$ cat config.mk
export PLATFORM = sky130hd
export DESIGN_NAME = xlat_inbound_router
export DESIGN_NICKNAME = d
export VERILOG_FILES = /design/src/rtl/xir_pkg.sv /design/src/rtl/xir_byte_parity.sv /design/src/rtl/xir_lane.sv /design/src/rtl/xlat_inbound_router.sv
export SDC_FILE = /design/constraint.sdc
export NUM_CORES = 1
export LEC_CHECK = 0
export BUFFER_PORTS_ARGS = -buffer_cell sky130_fd_sc_hd__buf_2
export CAP_MARGIN = 20
export CORE_MARGIN = 2
export CORE_UTILIZATION = 40
export CTS_BUF_LIST = sky130_fd_sc_hd__clkbuf_16
export DETAILED_ROUTE_END_ITERATION = 7
export GPL_ROUTABILITY_DRIVEN = 0
export PLACE_DENSITY = 0.78
export SYNTH_ARGS = -nofsm -noshare
export SYNTH_HDL_FRONTEND = slang
export SYNTH_SLANG_ARGS = --single-unit
$ cat constraint.sdc
create_clock -name clk -period 2.4 [get_ports clk]
set_clock_uncertainty 0.2 [all_clocks]
set_input_delay 0 -clock clk [delete_from_list [all_inputs] [get_ports clk]]
set_output_delay 0 -clock clk [all_outputs]
set_load 0.01 [all_outputs]
$ cat src/rtl/xir_pkg.sv
`timescale 1ns/1ps
// Package xir_pkg
// Shared constants for the inbound translation-service router: width of the
// type field at the bottom of the first beat and the codes it may carry.
package xir_pkg;
    localparam int unsigned TYPE_W = 4;
    localparam logic [TYPE_W-1:0] MT_INVAL = 4'h1;  // invalidation request
    localparam logic [TYPE_W-1:0] MT_PGRSP = 4'h2;  // page-request response
    localparam logic [TYPE_W-1:0] MT_XLCPL = 4'h4;  // translation completion
endpackage

$ cat src/rtl/xir_byte_parity.sv
`timescale 1ns/1ps
// Module xir_byte_parity
// Checks even parity of every data byte against its sideband bit.
// Assumes DATA_W is a multiple of 8. Output is purely combinational;
// with en low the error output is forced low.
module xir_byte_parity #(
    parameter int unsigned DATA_W = 32,
    localparam int unsigned NB = DATA_W / 8
) (
    input  logic              en,
    input  logic [DATA_W-1:0] data,
    input  logic [NB-1:0]     par,
    output logic              err
);
    logic [NB-1:0] bad;

    for (genvar b = 0; b < NB; b++) begin : g_byte
        // one byte: XOR of data bits and parity bit must be zero
        assign bad[b] = ^{data[b*8 +: 8], par[b]};
    end

    // any failing byte flags the beat when checking is on
    assign err = en & (|bad);
endmodule

$ cat src/rtl/xir_lane.sv
`timescale 1ns/1ps
// Module xir_lane
// One inbound stream: decodes the first-beat type, steers the message to one
// of N_OUT consumers in cut-through fashion, discards foreign or first-beat
// errored messages at full rate, truncates a delivered message with an abort
// beat on a later parity error, and keeps a sticky error flag and a
// saturating discard count. Assumes the source holds a beat until accepted.
module xir_lane #(
    parameter int unsigned DATA_W = 32,
    parameter int unsigned N_OUT  = 2,
    parameter int unsigned TYPE_W = 4,
    parameter logic [N_OUT*TYPE_W-1:0] CODES = '0,
    parameter int unsigned CNT_W  = 16,
    localparam int unsigned NB    = DATA_W / 8,
    localparam int unsigned SEL_W = (N_OUT > 1) ? $clog2(N_OUT) : 1
) (
    input  logic              clk,
    input  logic              rst_n,
    input  logic              par_en,
    input  logic              in_valid,
    output logic              in_ready,
    input  logic [DATA_W-1:0] in_data,
    input  logic [NB-1:0]     in_par,
    input  logic              in_last,
    output logic [N_OUT-1:0]  out_valid,
    input  logic [N_OUT-1:0]  out_ready,
    output logic [DATA_W-1:0] out_data,
    output logic              out_last,
    output logic              out_abort,
    output logic              perr_sticky,
    output logic [CNT_W-1:0]  drop_cnt
);
    localparam logic [CNT_W-1:0] CNT_MAX = {CNT_W{1'b1}};

    logic             mid_q;    // inside a message (after first beat)
    logic             drop_q;   // rest of current message is discarded
    logic [SEL_W-1:0] sel_q;    // consumer of current message
    logic             stk_q;
    logic [CNT_W-1:0] cnt_q;

    logic             perr;
    logic             hit;
    logic [SEL_W-1:0] hit_idx;
    logic             first;
    logic [SEL_W-1:0] tgt;
    logic             drop;
    logic             tgt_rdy;
    logic             acc;
    logic             cnt_inc;

    xir_byte_parity #(.DATA_W(DATA_W)) u_par (
        .en   (par_en),
        .data (in_data),
        .par  (in_par),
        .err  (perr)
    );

    // match the first-beat type field against the consumer codes
    always_comb begin
        hit     = 1'b0;
        hit_idx = '0;
        for (int i = 0; i < int'(N_OUT); i++) begin
            if (in_data[TYPE_W-1:0] == CODES[i*TYPE_W +: TYPE_W]) begin
                hit     = 1'b1;
                hit_idx = SEL_W'(i);
            end
        end
    end

    assign first = ~mid_q;
    assign tgt   = first ? hit_idx : sel_q;
    assign drop  = first ? (~hit | perr) : drop_q;

    // ready of the selected consumer
    always_comb begin
        tgt_rdy = 1'b0;
        for (int i = 0; i < int'(N_OUT); i++) begin
            if (tgt == SEL_W'(i)) tgt_rdy = out_ready[i];
        end
    end

    // steer the beat to its consumer; discarded beats never wait
    always_comb begin
        for (int i = 0; i < int'(N_OUT); i++) begin
            out_valid[i] = in_valid & ~drop & (tgt == SEL_W'(i));
        end
    end

    assign in_ready  = drop | tgt_rdy;
    assign out_data  = in_data;
    assign out_last  = in_last | perr;
    assign out_abort = perr;

    assign acc     = in_valid & in_ready;
    assign cnt_inc = (first & drop) | (~drop & perr);

    // message tracking, sticky error and discard counter
    always_ff @(posedge clk) begin
        if (!rst_n) begin
            mid_q  <= 1'b0;
            drop_q <= 1'b0;
            sel_q  <= '0;
            stk_q  <= 1'b0;
            cnt_q  <= '0;
        end else if (acc) begin
            if (perr) stk_q <= 1'b1;
            if (cnt_inc && cnt_q != CNT_MAX) cnt_q <= cnt_q + 1'b1;
            if (in_last) begin
                mid_q  <= 1'b0;
                drop_q <= 1'b0;
            end else begin
                mid_q  <= 1'b1;
                sel_q  <= tgt;
                drop_q <= drop | perr;
            end
        end
    end

    assign perr_sticky = stk_q;
    assign drop_cnt    = cnt_q;

    // at most one consumer sees a beat
    p_one_target_r2: assert property (@(posedge clk) disable iff (!rst_n)
        $onehot0(out_valid));

    // a foreign first beat is swallowed without touching any consumer
    p_foreign_free_r4: assert property (@(posedge clk) disable iff (!rst_n)
        (in_valid && !mid_q && !hit) |-> (in_ready && out_valid == '0));

    // a cut-short beat always closes the message
    p_abort_closes_r6: assert property (@(posedge clk) disable iff (!rst_n)
        (|out_valid && out_abort) |-> out_last);

    // sticky flag never clears outside reset
    p_sticky_hold_r7: assert property (@(posedge clk) disable iff (!rst_n)
        stk_q |=> stk_q);

    // saturated counter stays saturated
    p_cnt_sat_r8: assert property (@(posedge clk) disable iff (!rst_n)
        (cnt_q == CNT_MAX) |=> (cnt_q == CNT_MAX));

    // a stalled consumer holds back the stream
    p_stall_r9: assert property (@(posedge clk) disable iff (!rst_n)
        ((out_valid & ~out_ready) != '0) |-> !in_ready);
endmodule

$ cat src/rtl/xlat_inbound_router.sv
`timescale 1ns/1ps
// Module xlat_inbound_router
// Receives the host-request and completion streams of the translation
// service and hands their messages to the invalidation, page-response and
// translation-fill consumers. The two streams are independent lanes; any
// type outside a lane's code list is discarded without back-pressure.
module xlat_inbound_router
    import xir_pkg::*;
#(
    parameter int unsigned DATA_W = 32,
    parameter int unsigned CNT_W  = 16,
    localparam int unsigned NB    = DATA_W / 8
) (
    input  logic              clk,
    input  logic              rst_n,
    input  logic              par_en_hreq,
    input  logic              par_en_cpl,
    input  logic              hreq_valid,
    output logic              hreq_ready,
    input  logic [DATA_W-1:0] hreq_data,
    input  logic [NB-1:0]     hreq_par,
    input  logic              hreq_last,
    input  logic              cpl_valid,
    output logic              cpl_ready,
    input  logic [DATA_W-1:0] cpl_data,
    input  logic [NB-1:0]     cpl_par,
    input  logic              cpl_last,
    output logic              inv_valid,
    input  logic              inv_ready,
    output logic [DATA_W-1:0] inv_data,
    output logic              inv_last,
    output logic              inv_abort,
    output logic              prr_valid,
    input  logic              prr_ready,
    output logic [DATA_W-1:0] prr_data,
    output logic              prr_last,
    output logic              prr_abort,
    output logic              fill_valid,
    input  logic              fill_ready,
    output logic [DATA_W-1:0] fill_data,
    output logic              fill_last,
    output logic              fill_abort,
    output logic              hreq_perr_sticky,
    output logic              cpl_perr_sticky,
    output logic [CNT_W-1:0]  hreq_drop_cnt,
    output logic [CNT_W-1:0]  cpl_drop_cnt
);
    logic [1:0]        hq_vld;
    logic [DATA_W-1:0] hq_data;
    logic              hq_last;
    logic              hq_abort;

    // host-request lane: index 0 = invalidation, index 1 = page response
    xir_lane #(
        .DATA_W (DATA_W),
        .N_OUT  (2),
        .TYPE_W (TYPE_W),
        .CODES  ({MT_PGRSP, MT_INVAL}),
        .CNT_W  (CNT_W)
    ) u_hreq (
        .clk         (clk),
        .rst_n       (rst_n),
        .par_en      (par_en_hreq),
        .in_valid    (hreq_valid),
        .in_ready    (hreq_ready),
        .in_data     (hreq_data),
        .in_par      (hreq_par),
        .in_last     (hreq_last),
        .out_valid   (hq_vld),
        .out_ready   ({prr_ready, inv_ready}),
        .out_data    (hq_data),
        .out_last    (hq_last),
        .out_abort   (hq_abort),
        .perr_sticky (hreq_perr_sticky),
        .drop_cnt    (hreq_drop_cnt)
    );

    assign inv_valid = hq_vld[0];
    assign prr_valid = hq_vld[1];
    assign inv_data  = hq_data;
    assign prr_data  = hq_data;
    assign inv_last  = hq_last;
    assign prr_last  = hq_last;
    assign inv_abort = hq_abort;
    assign prr_abort = hq_abort;

    // completion lane: single consumer, the translation fill port
    xir_lane #(
        .DATA_W (DATA_W),
        .N_OUT  (1),
        .TYPE_W (TYPE_W),
        .CODES  (MT_XLCPL),
        .CNT_W  (CNT_W)
    ) u_cpl (
        .clk         (clk),
        .rst_n       (rst_n),
        .par_en      (par_en_cpl),
        .in_valid    (cpl_valid),
        .in_ready    (cpl_ready),
        .in_data     (cpl_data),
        .in_par      (cpl_par),
        .in_last     (cpl_last),
        .out_valid   (fill_valid),
        .out_ready   (fill_ready),
        .out_data    (fill_data),
        .out_last    (fill_last),
        .out_abort   (fill_abort),
        .perr_sticky (cpl_perr_sticky),
        .drop_cnt    (cpl_drop_cnt)
    );
endmodule

**Yosys cells after proc, flatten, opt, wreduce, memory -nomap -nowiden**

Index checks and enable logic that the tools add are counted.

- Register bits: 40
- Output and inout port bits: 141
- Word-level logic and storage cells: 82
- Bits of input ports: 83

- Add/subtract/negate cells: 2
- Bitwise operators: 33
- Multiplexer cells: 14
- Equal/unequal tests: 5
- Reductions and logical operators: 18

Operator list:

| kind | count |
|---|---|
| $reduce_xor A9 Y1 | 8 |
| $add A16 B1 Y16 const B | 2 |
| $ne A16 B16 Y1 const B | 2 |
| $mux W1 | 14 |
| $and A1 B1 Y1 | 13 |
| $reduce_and A2 Y1 | 6 |
| $not A1 Y1 | 10 |
| $or A1 B1 Y1 | 10 |
| $reduce_or A4 Y1 | 2 |
| $eq A4 B1 Y1 const B | 1 |
| $eq A4 B2 Y1 const B | 1 |
| $eq A4 B3 Y1 const B | 1 |
| $logic_and A1 B1 Y1 | 2 |

**Longest topological paths before layout**

Gate-level depths: netlist of the first run.

- Depth in word-level cells: 11
- Gate-level depth with buffers: 10

**Modules after synthesis**

Synthesis of the first run repeated with hierarchy kept, for this count alone.

- Cell total of the unflattened synthesis: 432
- Area total of the unflattened synthesis: 3742.3 um^2

By module, submodules not included:

| module | area an instance (um^2) | cells each | instances |
|---|---|---|---|
| xir_lane at u_cpl | 1466.4 | 170 | 1 |
| xir_lane at u_hreq | 1395.1 | 170 | 1 |
| xir_byte_parity | 312.8 | 29 | 2 |
| xlat_inbound_router | 255.2 | 34 | 1 |

**Least setup slack after synthesis of the first run**

Ideal clock, no wire load.

- Path type: register -> register
- Start: reg u_hreq.cnt_q[6], in the netlist u_hreq.drop_cnt[6]
- End: reg u_hreq.cnt_q[13], in the netlist u_hreq.drop_cnt[13]
- Library setup time: 0.132 ns
- Stages on the path, launching flop included: 7
- Setup slack: -0.043 ns
- Data required time: 2.068 ns
- Data arrival time: 2.111 ns
- Buffers on the path: 0
- Cells stage by stage: dfxtp_1 > and4_1 > nand4_1 > nor4_1 > or4_1 > or4_1 > a21oi_1

- Word-level cells in the longest chain between the ends: 3
- Elaborated cells on any way between the ends: 4

RTL lines:

| item | line | text |
|---|---|---|
| from (decl) | xir_lane.sv:39 | `logic [CNT_W-1:0] cnt_q;` |
| from (signal assigned) | xir_lane.sv:107 | `if (cnt_inc && cnt_q != CNT_MAX) cnt_q <= cnt_q + 1'b1;` |
| parallel branches: the longest is 3 deep, another holds $add A16 B1 Y16 | n/a |  |

Parallel ways; which one is timed is not known.
A chain may end at the register's enable or synchronous reset.

**Worst setup path in the final report of the first run**

- Start: in hreq_data[0]
- End: reg u_hreq.cnt_q[12], in the netlist u_hreq.drop_cnt[12]

- Word-level cells in the longest chain between the ends: 11
- Elaborated cells on any way between the ends: 21

RTL lines:

| item | line | text |
|---|---|---|
| from (decl) | xlat_inbound_router.sv:20 | `input logic [DATA_W-1:0] hreq_data,` |
| $eq A4 B1 Y1 | xir_lane.sv:63 | `if (in_data[TYPE_W-1:0] == CODES[i*TYPE_W +: TYPE_W]) begin` |
| $mux W1 (2 in series) | xir_lane.sv:63 |  |
| $not A1 Y1 | xir_lane.sv:72 | `assign drop = first ? (~hit \| perr) : drop_q;` |
| $or A1 B1 Y1 | xir_lane.sv:72 |  |
| $mux W1 | xir_lane.sv:72 |  |
| $not A1 Y1 | xir_lane.sv:95 | `assign cnt_inc = (first & drop) \| (~drop & perr);` |
| $and A1 B1 Y1 | xir_lane.sv:95 |  |
| $or A1 B1 Y1 | xir_lane.sv:95 |  |
| $logic_and A1 B1 Y1 | xir_lane.sv:107 |  |
| $reduce_and A2 Y1 (no source line) (*) | n/a |  |

Mark *: on every way between the ends. The rest lies on a longest branch, timed or not.

==> out/qor.txt, run 1 <==
Post-synth top flop - dfxtp_1
Startpoint types - input pin
CP Cell Sequence - buf_2 > xor2_2 > xnor3_1 > xnor2_1 > buf_4 > a41oi_4 > a221oi_4 > buf_12 > or4_1 > a21oi_1
Dpl hpwl - 7450 um
Synthesized net count - 528
Routed Antenna Nets - 0
Distinct cell type count after synthesis - 54
R2r setup slk - 130 ps
Finished Core Util - 52.1%
Type of the worst setup path - in2reg
Grt ovf - 0
Max-Cap Viols - 0
Top-level port count - 224
Post-Syn Instances - 443
Worst Hold Launch - hreq_valid
TritonCTS Buffers - 5
Min Tclk post-route - 2300 ps
H-tree level count - 2
Leading area contributor after synthesis - dfxtp_1
Via count - 3546
Worst setup margin - 101 ps
Max-slew violations - 0
Relative slew margins - 68.1%
Maximum clock path buffer count - 2
Number of core rows - 35
Full die area - 0.0102 mm2
Slowest cell on the critical path - or4_1
Tcrit/Tclk final - 95.8%
CTS clock-pin slew for the worst setup and hold paths - 60 ps
Nets - 691
IO buf count - 223
Commonest non-fill, non-tap cell in the layout - buf_2
Clock root cell - clkbuf_16
Worst setup EP type - flip-flop
CP startpoint - hreq_data[0]
Number of flops mapped to enable cells by yosys - 0
Pwr per Cell Area - 491 mW/mm2
Clock Latency Late Sink - 280 ps
Clk sinks - 40
N_diodes - 0
Final hold violation count - 0
Crit path max fanout - 22
Hold WC Path Type - in2reg
Core ar. - 0.00920 mm2
Largest net degree at the start of global routing - 27
Most frequent cells in the layout - buf_2, buf_4, dfxtp_1
Post-synthesis sequential area ratio - 21.3%
Critical path's largest stage delay - 510 ps
Mapped cell area - 0.00376 mm2
Setup-failing EPs final - 0
Area grow syn2layout - 27.5%
Largest cells by area after synthesis - dfxtp_1, buf_4, xnor2_1, mux2i_1, xnor3_1
Routed wire length - 9220 um
DR iter-0 viols - 134
Total leakage power - 0.00226 uW
Area of the multi-input gates - 0.00214 mm2
Worst Tran Pin Value - 478 ps
Post-synth top area share - 21.3%
Mean Syn Cell Area - 8.49 um2
Share of post-route cells with drive strength above 1 - 50.2%
RR Startpoint - u_hreq.drop_cnt[9]
CTS tree - yes
# DRC - 0
Status - complete, no violations
Pre-CTS worst setup slack - -192 ps
FFs w/ async S/R, synth - 0%
FF+latch count, synth - 40
Fillers - 860
Die H - 101 um
DP Area - 0.00450 mm2
Fmax - 435 MHz
Die X-Extent - 101 um
Vias in the first global route - 3208
Global-route wire length before repair - 14100 um
Register Area - 802 um2
Initial antenna violation count - 0
Worst Path Arrival - 2300 ps
Cell area after layout - 0.00479 mm2
1st-pass router iterations - 4
Peak supply drop - 318 uV
Required @ worst endpoint - 2400 ps
Tot GR Track Use - 16.5%
Avg Vias per Cell - 4.95
WL/cell - 12.9 um
Syn. warnings - 0
Initial Util - 40.9%
## final cells by class
type	instances	share of cell area [%]
clock buffers	5	2.61
clock inverters	2	1.25
inverters	13	1.02
multi-input cells	277	44.6
flip-flops and latches	40	16.7
well taps	111	2.90
repair buffers	269	30.9
## flip-flops by register name, indices dropped and copies added (netlist names)
name                cells
u_cpl.drop_q            1
u_cpl.sel_q             1
u_hreq.drop_cnt        16
u_hreq.drop_q           1
u_cpl.drop_cnt         16
u_hreq.mid_q            1
u_hreq.perr_sticky      1
u_cpl.perr_sticky       1
u_hreq.sel_q            1
u_cpl.mid_q             1
## path summary, 6_finish.rpt
check | cells after the start | end
setup / recovery | 10 | u_hreq.drop_cnt[12]
setup reg to reg | 5 | u_hreq.drop_cnt[15]
hold / removal | 5 | u_hreq.drop_cnt[13]
hold reg to reg | 1 | u_cpl.perr_sticky
## synth_stat cells, types with 5 or more instances
cell / n
buf_4: 99
dfxtp_1: 40
nand2_1: 36
xnor2_1: 36
mux2i_1: 22
nand2b_1: 17
a21oi_1: 16
nor2_1: 15
or4_1: 13
inv_1: 12
nand3_1: 12
xor2_1: 12
o31ai_1: 11
nor4_1: 10
clkbuf_1: 9
xnor3_1: 7
nand4_1: 6
nor2b_1: 6
o21a_1: 6
nor3_1: 5
o21ai_0: 5
## power breakdown
part / switching [uW] / internal, uW
sequential: 21.0 / 682
combinational: 396 / 411
clock: 256 / 590
## kinds of logic (layout without fill, tap and decap cells)
| logic type | Yosys count | in the layout | synth area share (%) |
|---|---|---|---|
| flip-flops | 40 | 40 | 21.3 |
| AND/OR/NAND/NOR | 146 | 146 | 22.0 |
| buffers and inverters | 126 | 289 | 23.5 |
| adder cells (fa/ha/maj) | 2 | 2 | 0.665 |
| XOR/XNOR | 56 | 56 | 16.0 |
| multiplexers | 22 | 22 | 5.85 |
| AO/OA/AOI/OAI | 51 | 51 | 10.7 |
## stage by stage
stage          cells  setup TNS, ps  hold WS (ps)  power [uW]
2_1_floorplan    443              0          -108        1290
3_3_place_gp     704          -2370          9.57        1470
3_5_place_dp     704          -4410          10.5        1490
4_1_cts          714              0          6.91        2340
5_1_grt          717          -6.87          20.3        2470
6_report         717              0          10.6        2360
## critical path: cells and delay by family
| family | cells | cell delay (ps) |
|---|---|---|
| AO/OA/AOI/OAI | 3 | 590 |
| XOR/XNOR | 3 | 740 |
| buffers and inverters | 3 | 440 |
| AND/OR/NAND/NOR | 1 | 510 |
## layer usage
layer / vias to the layer above / track usage, % / wire length (um)
met2: 114 / 28.1 / 4570
li1: 1758 / - / -
met4: 0 / 4.89 / 99
met1: 1666 / 21.7 / 4160
met5: - / 0 / 0
met3: 8 / 2.08 / 392
## repair_timing
item / CTS / global route
endpoints found under the setup margin: 0 / 24
gates resized for setup: 0 / 11
endpoints found under the hold margin: 16 / 0
hold buffers: 3 / 0
setup buffers: 0 / 3
No activity file was read; power rests on OpenSTA's default activity.
==> inputs of run 2 (changes only) <==
--- a/config.mk
+++ b/config.mk
@@ -5,10 +5,11 @@
 export SDC_FILE = /design/constraint.sdc
 export NUM_CORES = 1
 export LEC_CHECK = 0
+export ABC_AREA = 1
 export BUFFER_PORTS_ARGS = -buffer_cell sky130_fd_sc_hd__buf_2
 export CAP_MARGIN = 20
 export CORE_MARGIN = 2
-export CORE_UTILIZATION = 40
+export CORE_UTILIZATION = 42
 export CTS_BUF_LIST = sky130_fd_sc_hd__clkbuf_16
 export DETAILED_ROUTE_END_ITERATION = 7
 export GPL_ROUTABILITY_DRIVEN = 0
==> run 2 against run 1 <==
  * Global-route usage grew 3.1 points
  * Non-clock buffer count decreased by 30
  * Maximum frequency grew 2.7%
  * Critical path type is now reg2reg
==> out/qor.txt, run 2 <==
Largest cells by area after synthesis - dfxtp_1, buf_4, nand2_1, inv_1, xnor2_1 (was dfxtp_1, buf_4, xnor2_1, mux2i_1, xnor3_1)
TritonCTS Buffers - 5 (unchanged)
Crit path max fanout - 14 (was 22)
Required @ worst endpoint - 2410 ps (was 2400 ps)
Total leakage power - 0.00281 uW (was 0.00226 uW)
FFs w/ async S/R, synth - 0% (unchanged)
Avg Vias per Cell - 4.71 (was 4.95)
Setup-failing EPs final - 0 (unchanged)
Min Tclk post-route - 2240 ps (was 2300 ps)
Type of the worst setup path - reg2reg (was in2reg)
Die H - 106 um (was 101 um)
Largest net degree at the start of global routing - 28 (was 27)
WL/cell - 11.6 um (was 12.9 um)
Startpoint types - flip-flop (was input pin)
Full die area - 0.0112 mm2 (was 0.0102 mm2)
GRT met1 Usage - 25.3% (was 21.7%)
H-tree level count - 2 (unchanged)
Area grow syn2layout - 16.8% (was 27.5%)
Post-synth top area share - 18.4% (was 21.3%)
Clk sinks - 40 (unchanged)
Relative slew margins - 53.2% (was 68.1%)
Post-synthesis xor/xnor area fraction - 10.5% (was 16.0%)
Routed wire length - 11400 um (was 9220 um)
Post-CTS setup buffer count - 0 (unchanged)
Post-synthesis simple-gate area fraction - 33.9% (was 22.0%)
Most frequent cells in the layout - buf_2, nand2_1, inv_1 (was buf_2, buf_4, dfxtp_1)
Worst r2r path cells - 10 (was 5)
Top-level port count - 224 (unchanged)
Post-synthesis sequential area ratio - 18.4% (was 21.3%)
N_diodes - 0 (unchanged)
Reg2reg end - u_hreq.drop_cnt[13] (was u_hreq.drop_cnt[15])
Hold WC Path Type - in2out (was in2reg)
Post-Syn Instances - 707 (was 443)
Worst Hold Launch - cpl_data[30] (was hreq_valid)
Global-route wire length before repair - 18300 um (was 14100 um)
Clock root cell - clkbuf_16 (unchanged)
Tot GR Track Use - 19.5% (was 16.5%)
Top cells by count, synth - nand2_1, buf_4, inv_1, dfxtp_1 (was buf_4, dfxtp_1, nand2_1, xnor2_1, mux2i_1)
Syn. warnings - 0 (unchanged)
Count leader, synth - nand2_1 (was buf_4)
Number of flops mapped to enable cells by yosys - 0 (unchanged)
Post-synth top flop - dfxtp_1 (unchanged)
Peak supply drop - 233 uV (was 318 uV)
Worst setup EP type - flip-flop (unchanged)
R2r setup slk - 160 ps (was 130 ps)
Leading area contributor after synthesis - dfxtp_1 (unchanged)
Pwr Total - 2030 uW (was 2360 uW)
Fmax - 447 MHz (was 435 MHz)
CTS tree - yes (unchanged)
Hold-critical path endpoint - fill_data[30] (was u_hreq.drop_cnt[13])
Dpl hpwl - 8910 um (was 7450 um)
Initial antenna violation count - 0 (unchanged)
FF+latch count, synth - 40 (unchanged)
CTS clock-pin slew for the worst setup and hold paths - 60 ps (about the same)
IO buf count - 223 (unchanged)
Max-Cap Viols - 0 (unchanged)
Compound-Gate Fraction of Synth Area - 9.03% (was 10.7%)
Status - complete, no violations (unchanged)
Tcrit/Tclk final - 93.3% (was 95.8%)
Max-slew violations - 0 (unchanged)
Number of core rows - 37 (was 35)
# DRC - 0 (unchanged)
Distinct cell type count after synthesis - 29 (was 54)
Worst Path Arrival - 2250 ps (was 2300 ps)
Final hold violation count - 0 (unchanged)
Nets - 924 (was 691)
Commonest non-fill, non-tap cell in the layout - buf_2 (unchanged)
Routed Antenna Nets - 0 (unchanged)
Maximum clock path buffer count - 2 (unchanged)
Synthesized net count - 792 (was 528)
Worst Tran Pin Value - 702 ps (was 478 ps)
Share of post-route cells with drive strength above 1 - 31.5% (was 50.2%)
Vias in the first global route - 3986 (was 3208)
Combinational family with the most area after synthesis - simple AND/OR/NAND/NOR gates (was buffers and inverters)
Worst Hold Depth - 2 (was 5)
Mean Syn Cell Area - 6.16 um2 (was 8.49 um2)
DR iter-0 viols - 214 (was 134)
Mapped cell area - 0.00435 mm2 (was 0.00376 mm2)
Core ar. - 0.0102 mm2 (was 0.00920 mm2)
1st-pass router iterations - 5 (was 4)
RR Startpoint - u_hreq.drop_cnt[0] (was u_hreq.drop_cnt[9])
Post-Synth Adder-Cell Area - 0.575% (was 0.665%)
RSZ-0062 raised after global routing - no
Resize count post-CTS - 0 (unchanged)
Routing usage on met2 - 33.8% (was 28.1%)
Die X-Extent - 106 um (was 101 um)
Mux cell area share after synthesis - 0.230% (was 5.85%)
Met3 Use GR - 2.97% (was 2.08%)
Grt ovf - 0 (unchanged)
Setup_tns - 0 ps (unchanged)
Via count - 4595 (was 3546)
Pwr per Cell Area - 399 mW/mm2 (was 491 mW/mm2)
Initial Util - 42.7% (was 40.9%)
Clock Latency Late Sink - 280 ps (about the same)
Busiest grt layer - met2 (unchanged)
run 2: cell count changes in the layout (fill, tap and decap cells not counted), moves of 11 or more:
cell	delta
inv_1	+74
nor2_1	+24
o31ai_1	-11
mux2i_1	-21
or4_1	-13
nand2b_1	-17
nand2_1	+165
buf_4	-32
nand3_1	+27
a21oi_1	+18
xor2_1	+14
nand4_1	+27
o21ai_1	+17
run 2: area by class of cell:
cell class | instances | area [um2]
clock inverter | 3 | 15.0
inverter | 94 | 353
tap | 136 | 170
timing repair buffer | 239 | 1260
sequential | 40 | 801
clock buffer | 5 | 125
multi-input combinational | 459 | 2360
fill | 1087 | 5100
run 2: where the power goes:
part	switching [uW]	leakage (uW)	internal, uW	total (uW)
Clock	270	0.0000687	378	648
Sequential	15.4	0.000324	680	695
Combinational	416	0.00242	267	683
run 2: worst max-delay path by stage:
stage	from	endpoint	slack, ps	cells past startpoint
6_report	u_hreq.drop_cnt[0]	u_hreq.drop_cnt[13]	160	10
5_1_grt	u_hreq.drop_cnt[0]	u_hreq.drop_cnt[2]	40	10
4_1_cts	u_hreq.drop_cnt[0]	u_hreq.drop_cnt[13]	230	10
3_5_place_dp	hreq_data[6]	u_hreq.drop_cnt[14]	180	17
3_3_place_gp	hreq_data[5]	u_hreq.drop_cnt[2]	240	17
2_1_floorplan	u_hreq.drop_cnt[0]	u_hreq.drop_cnt[6]	340	11
run 2: metal layers:
metal,wire [um],part of all wire [%]
met1,4960,44
met5,0,0
met3,774,6.8
met4,185,1.6
met2,5430,48
run 2: stage by stage:
step | cells | util, % | setup slack (ps) | cell area (um2) | hold slack (ps)
3_3_place_gp | 963 | 48.0 | 244 | 4890 | 10.6
6_report | 976 | 49.9 | 161 | 5080 | 10.5
3_5_place_dp | 963 | 48.0 | 182 | 4890 | 13.7
5_1_grt | 976 | 49.9 | 40.1 | 5080 | 27.8
2_1_floorplan | 707 | - | 337 | 4350 | -108
4_1_cts | 976 | 49.9 | 226 | 5080 | 13.7
run 2: what timing repair did:
item	CTS	global route
endpoints found under the hold margin	37	0
hold buffers	5	0
setup endpoints to repair	0	0
run 2: critical path: stages, from the launching register on:
cell and delay (ps):
dfxtp_1 340, ha_1 230, nand2_1 90, nor3_1 70
nand2_1 100, nor2_1 50, nand4_1 100, inv_1 70
a21oi_2 530, nand4_1 210, a21oi_1 180
run 2: cells by family after synthesis:
kind of cell,count (synthesis)
AO/OA/AOI/OAI,70
XOR/XNOR,52
adder cells (fa/ha/maj),2
buffers and inverters,208
flip-flops,40
multiplexers,1
AND/OR/NAND/NOR,334
